===== src/rtl/seqdet_pkg.sv =====
package seqdet_pkg;
  localparam int STATE_W = 3;

  // suffix classes of the input history
  typedef enum logic [STATE_W-1:0] {
    ST_START = 3'd0,  // nothing taken since reset
    ST_ZERO  = 3'd1,  // ends in 0, not in 10
    ST_ZO    = 3'd2,  // ends in 01
    ST_OZ    = 3'd3,  // ends in 10
    ST_ONE   = 3'd4,  // ends in 1, not in 01
    ST_OZZ   = 3'd5   // ends in 100
  } sq_state_t;
endpackage


===== src/rtl/seqdet_rst_sync.sv =====
module seqdet_rst_sync #(
  parameter int STAGES = 2
) (
  input  logic clk,
  input  logic rst_n,
  output logic core_rst_n
);
  logic [STAGES-1:0] chain_q;

  always_ff @(posedge clk or negedge rst_n) begin
    if (!rst_n) begin
      chain_q <= '0;
    end else begin
      chain_q <= {chain_q[STAGES-2:0], 1'b1};
    end
  end

  assign core_rst_n = chain_q[STAGES-1];
endmodule


===== src/rtl/seqdet_next.sv =====
module seqdet_next
  import seqdet_pkg::*;
(
  input  sq_state_t cur_i,
  input  logic      bit_i,
  output sq_state_t nxt_o,
  output logic      hit_o
);
  always_comb begin
    nxt_o = ST_START;
    hit_o = 1'b0;
    unique case (cur_i)
      ST_START: nxt_o = bit_i ? ST_ONE : ST_ZERO;
      ST_ZERO:  nxt_o = bit_i ? ST_ZO  : ST_ZERO;
      ST_ZO: begin
        nxt_o = bit_i ? ST_ONE : ST_OZ;
        hit_o = !bit_i;
      end
      ST_OZ:    nxt_o = bit_i ? ST_ZO  : ST_OZZ;
      ST_ONE:   nxt_o = bit_i ? ST_ONE : ST_OZ;
      ST_OZZ: begin
        nxt_o = bit_i ? ST_ZO  : ST_ZERO;
        hit_o = bit_i;
      end
      default: begin
        nxt_o = ST_START;
        hit_o = 1'b0;
      end
    endcase
  end
endmodule


===== src/rtl/seqdet_state_reg.sv =====
module seqdet_state_reg
  import seqdet_pkg::*;
(
  input  logic      clk,
  input  logic      rst_n,
  input  logic      core_rst_n,
  input  sq_state_t nxt_i,
  output sq_state_t cur_o
);
  always_ff @(posedge clk or negedge rst_n) begin
    if (!rst_n) begin
      cur_o <= ST_START;
    end else if (!core_rst_n) begin
      cur_o <= ST_START;
    end else begin
      cur_o <= nxt_i;
    end
  end


  sync_hold_start_chk: assert property (@(posedge clk) disable iff (!rst_n)
    !core_rst_n |=> cur_o == ST_START);
endmodule


===== src/rtl/dualpat_detector.sv =====
module dualpat_detector
  import seqdet_pkg::*;
#(
  parameter int SYNC_STAGES = 2
) (
  input  logic clk,
  input  logic rst_n,
  input  logic x_i,
  output logic z_o
);
  logic      core_rst_n;
  sq_state_t cur_st;
  sq_state_t nxt_st;
  logic      hit_raw;

  seqdet_rst_sync #(.STAGES(SYNC_STAGES)) u_sync (
    .clk        (clk),
    .rst_n      (rst_n),
    .core_rst_n (core_rst_n)
  );

  seqdet_next u_next (
    .cur_i (cur_st),
    .bit_i (x_i),
    .nxt_o (nxt_st),
    .hit_o (hit_raw)
  );

  seqdet_state_reg u_reg (
    .clk        (clk),
    .rst_n      (rst_n),
    .core_rst_n (core_rst_n),
    .nxt_i      (nxt_st),
    .cur_o      (cur_st)
  );

  assign z_o = hit_raw & core_rst_n;


  always @(negedge clk) begin
    if (!rst_n) begin
      reset_quiet_chk: assert (!z_o);
    end
  end


  hit010_keeps10_chk: assert property (@(posedge clk) disable iff (!rst_n)
    (z_o && !x_i) |=> cur_st == ST_OZ);


  hit1001_keeps01_chk: assert property (@(posedge clk) disable iff (!rst_n)
    (z_o && x_i) |=> cur_st == ST_ZO);


  legal_state_chk: assert property (@(posedge clk) disable iff (!rst_n)
    cur_st inside {ST_START, ST_ZERO, ST_ZO, ST_OZ, ST_ONE, ST_OZZ});
endmodule


===== config.mk =====
export PLATFORM = sky130hd
export DESIGN_NAME = dualpat_detector
export DESIGN_NICKNAME = d
export VERILOG_FILES = /design/src/rtl/seqdet_pkg.sv /design/src/rtl/seqdet_rst_sync.sv /design/src/rtl/seqdet_next.sv /design/src/rtl/seqdet_state_reg.sv /design/src/rtl/dualpat_detector.sv
export SDC_FILE = /design/constraint.sdc
export NUM_CORES = 1
export LEC_CHECK = 0
export ABC_CLOCK_PERIOD_IN_PS = 2080
export BUFFER_PORTS_ARGS = -buffer_cell sky130_fd_sc_hd__buf_4
export CAP_MARGIN = 20
export CORE_AREA = 2 2 39 41
export CTS_BUF_LIST = sky130_fd_sc_hd__clkbuf_16
export CTS_CLUSTER_SIZE = 20
export DETAILED_ROUTE_END_ITERATION = 8
export DIE_AREA = 0 0 41 43
export PLACE_DENSITY = 0.37
export SLEW_MARGIN = 20
export SYNTH_ARGS = -nofsm -noshare
export SYNTH_HDL_FRONTEND = slang
export SYNTH_HIERARCHICAL = 1
export SYNTH_SLANG_ARGS = --single-unit

===== constraint.sdc =====
create_clock -name clk -period 2.08 [get_ports clk]
set_clock_uncertainty 0.2 [all_clocks]
set_input_delay 0.104 -clock clk [delete_from_list [all_inputs] [get_ports clk]]
set_output_delay 0.104 -clock clk [all_outputs]
set_load 0.1 [all_outputs]

# Yosys cells after proc, flatten, opt, wreduce, memory -nomap -nowiden
# Index checks and enable logic that the tools add are counted.
dict set report classes {
  n_shift 0
  mul 0
  add_sub_neg 0
  mux 7
  eq_ne 5
  bitwise_logic 1
  magnitude_cmp 0
  reduce_logical 4
  div 0
}
# op n
set ops {}
lappend ops {{$mux 3} 4}
lappend ops {{$pmux 3 s4} 1}
lappend ops {{$eq 3x2->1 const B} 2}
lappend ops {{$eq 3x3->1 const B} 2}
lappend ops {{$reduce_or 2->1} 2}
lappend ops {{$eq 3x1->1 const B} 1}
lappend ops {{$logic_not 3->1} 1}
lappend ops {{$mux 2} 1}
lappend ops {{$pmux 1 s2} 1}
lappend ops {{$and 1x1->1} 1}
lappend ops {{$logic_not 1->1} 1}
dict set report totals {
  ramBits 0
  elab_cells 19
  latch_bits 0
  rom_bits 0
  regBits 5
  memories 0
  input_bits 3
}

# Longest topological paths before layout
dict set report depth {
  depth_word 4
  ltp_mapped 3
  mapped_depth_nobuf 3
}

# Hierarchy
# The synthesis kept the hierarchy.
# module cells_per_inst area_each_um2 instances
set by_module_without_submodules {}
lappend by_module_without_submodules {seqdet_state_reg 6 93.8 1}
lappend by_module_without_submodules {seqdet_next 12 86.3 1}
lappend by_module_without_submodules {seqdet_rst_sync 3 53.8 1}
lappend by_module_without_submodules {dualpat_detector 1 6.3 1}

# Worst setup path before layout
# No wires, ideal clock.
dict set report synth_path {
  path_type {register -> output}
  from {register u_reg.cur_o[2]}
  to {output port z_o}
  path_slack_ps 47
  path_stages_with_launch 4
  t_arrival_ps 1729
  path_cell_list {dfrtp_1 or4b_1 nand2_1 and2_1}
}
dict set report synth_between {
  elab_chain_len 3
}
# element line
set synth_rtl {}
lappend synth_rtl {{from (decl)} seqdet_state_reg.sv:8} ;# output sq_state_t cur_o
lappend synth_rtl {{from (signal assigned)} seqdet_state_reg.sv:16} ;# cur_o <= nxt_i;
lappend synth_rtl {{$eq 3x3->1 or $eq 3x2->1 (tied branches)} seqdet_next.sv:12} ;# unique case (cur_i)
lappend synth_rtl {{$pmux 1 s2 *} seqdet_next.sv:12}
lappend synth_rtl {{via hit_raw} dualpat_detector.sv:14} ;# logic hit_raw;
lappend synth_rtl {{$and 1x1->1 *} dualpat_detector.sv:37} ;# assign z_o = hit_raw & core_rst_n;
lappend synth_rtl {{to (decl)} dualpat_detector.sv:9} ;# output logic z_o
# The timed path passes the listed nets; every way through them passes the cells marked *.

# Worst setup path after layout
# Ends and elaborated chain as after synthesis.

==> impl_metrics.tcl <==
set metrics [dict create \
    status "finished clean" \
    htreeDepth 1 \
    root_buffer "clkbuf_16" \
    fin_tns_setup_ps 0 \
    grt_pass1_wl_um 745 \
    syn_area_per_cell_sq_um 10.92 \
    core-area_sq_um 1384 \
    grt_pass1_vias 190 \
    fin_ws_ps 137.0 \
    crit_arrival_ps 1640 \
    fp.dieH_um 43 \
    wl_um 391 \
    setup_viol 0 \
    clk_latency_ps 220 \
    drtPass1Iterations 4 \
    antenna_cells 0 \
    postRouteAntennaNets 0 \
    row_count 14 \
    gp_congestion 0.5815 \
    area_growth_pct 54.69 \
    critical_path.slowest_cell "or4b_1" \
    die_area_sq_um 1763 \
    clock_sinks 5 \
    hp-class "primary input to asynchronous set/reset pin" \
    cp.required_ps 1780 \
    final_nets 34 \
    vias_per_cell 3.870 \
    netlist_area_sq_um 240.2 \
    io_buffers 3 \
    slowest_delay_ps 530 \
    syn-num-nets 25 \
    pre_cts_ws_ps 363.3 \
    hold_violations 0 \
    cap_violations 0 \
    drt-wirelength-per-cell_um 8.500 \
    cts_tree "yes" \
    cts_buffer_depth 2 \
    ir_drop_v 0.0005440 \
    synth_cells 22 \
    p_leak_nw 0.1739 \
    cp_max_fo 7 \
    grt-ovfl-total 0 \
    drcViolationCount 0 \
    dp_hpwl_um 272 \
    endpoint_kind "output pin" \
    path_class "flop to output pin" \
    final_common_cell "dfrtp_1" \
    die_x_um 41 \
    final_cell_mix "5 x dfrtp_1, 4 x and2_1, 3 x clkbuf_16, 3 x buf_4, 2 x inv_1" \
    synthTopCellsByArea "dfrtp_1 52%, and2_1 10%, and4bb_2 5.2%, or4b_1 4.2%, a211o_1 3.6%" \
    vias 178 \
    yosysSeqAreaShare_pct 52.08 \
    cp-start-kind "flop" \
    period_minus_slack_ps 1943 \
    rsz0062_at_grt "no" \
    fmax_ghz 0.5147 \
    ys_warn_count 6 \
    grt_usage_pct 6.876 \
    finalMaxSlewViolations 0 \
    yosys.area.top_type "dfrtp_1" \
    cellPowerDensity_nw_per_um2 1201 \
    ys_types 15 \
    antenna_found_initial 0 \
    start_util_pct 17.36 \
    cts_resized 0 \
    synth_seq_cells 5 \
    cts_buffers 3 \
    grt_max_degree 9 \
    io-pin-count 4 \
    min_period_over_period_pct 93.42 \
    synth_top_area_share_pct 52.08 \
    clk_pin_slew_worst_paths_ps 30 \
    drtIter0Drc 5 \
    path_cells "or4b_1, nand2_1, and2_1, buf_4" \
    layout-drive-gt1-share_pct 23.33 \
]
-- cell usage after synthesis --
cell and instances:
and2_1 4, nor2b_1 1, nor2_1 1, a211o_1 1, nand2_1 1, and4bb_2 1
or4b_1 1, conb_1 1, nand4b_1 1, nor3b_1 1, dfrtp_1 5, inv_1 1
a21oi_1 1, a221oi_1 1, o21bai_1 1
-- critical path, delay by kind of cell (launching register included) --
| family | cells | cell delay, ps |
|---|---|---|
| buffers and inverters | 1 | 280 |
| AND/OR/NAND/NOR | 3 | 710 |
| flip-flops | 1 | 420 |
-- worst paths after layout --
path | startpoint | to | slack [ps] | cells past startpoint
max | u_reg/cur_o[2] | z_o | 140 | 4
min in group clk | x_i | u_reg/cur_o[0] | 30 | 3
min reg2reg | u_sync/chain_q[0] | u_sync/chain_q[1] | 140 | 0
max reg2reg | u_reg/cur_o[0] | u_reg/cur_o[2] | 760 | 3
max in group asynchronous | rst_n | u_sync/chain_q[0] | 1560 | 2
min | rst_n | u_sync/chain_q[1] | 10 | 2
-- stage by stage --
step | area [sq um] | cells | power, mW | util (%) | hold WS (ps)
finish | 371.6 | 46 | 0.4463 | 26.85 | 13.91
global route | 371.6 | 46 | 0.4681 | 26.85 | 44.94
floorplan | 240.2 | 22 | 0.1292 | - | -391.6
global placement | 282.8 | 41 | 0.1396 | 20.43 | -294.5
detailed placement | 282.8 | 41 | 0.1396 | 20.43 | -293.8
CTS | 371.6 | 46 | 0.4581 | 26.85 | 16.28
-- area by class of cell --
class | count | area [sq um]
Inverter | 1 | 3.754
Timing Repair Buffer | 4 | 32.53
Sequential cell | 5 | 125.1
Tap cell | 16 | 20.02
Multi-Input combinational cell | 16 | 111.4
Clock inverter | 1 | 3.754
Fill cell | 148 | 1012
Clock buffer | 3 | 75.07
-- logic make-up (layout without fill, tap and decap cells) --
group / Yosys count / in the layout / share of synthesized area [%]
other: 1 / 1 / 1.561
DFF: 5 / 5 / 52.08
AOI/OAI and AO/OA: 4 / 4 / 12.50
buffers and inverters: 1 / 9 / 1.561
and+or+nand+nor: 11 / 11 / 32.29
-- metal layers --
layer  GRT usage [%]  vias to the layer above  part of all wire [%]
met5               0                        -                     0
met4           10.00                        0                     0
met3           1.571                        0                   3.8
met2           8.750                        3                    49
met1           7.237                       82                    47
li1                -                       93                     -
-- registers in the layout, summed over array words and instances, names as in the netlist --
signal          count
u_reg/cur_o         3
u_sync/chain_q      2
-- report_power, final --
part	internal, mW	switching (mW)
clock network	0.249	0.0585
registers	0.104	0.00752
logic	0.0148	0.0129
total	0.367	0.0788
-- timing repair --
action	in CTS	in global routing
buffers inserted	0	0
hold buffers	1	0
endpoints found under the hold margin	5	0
No activity file was read; power rests on OpenSTA's default activity.
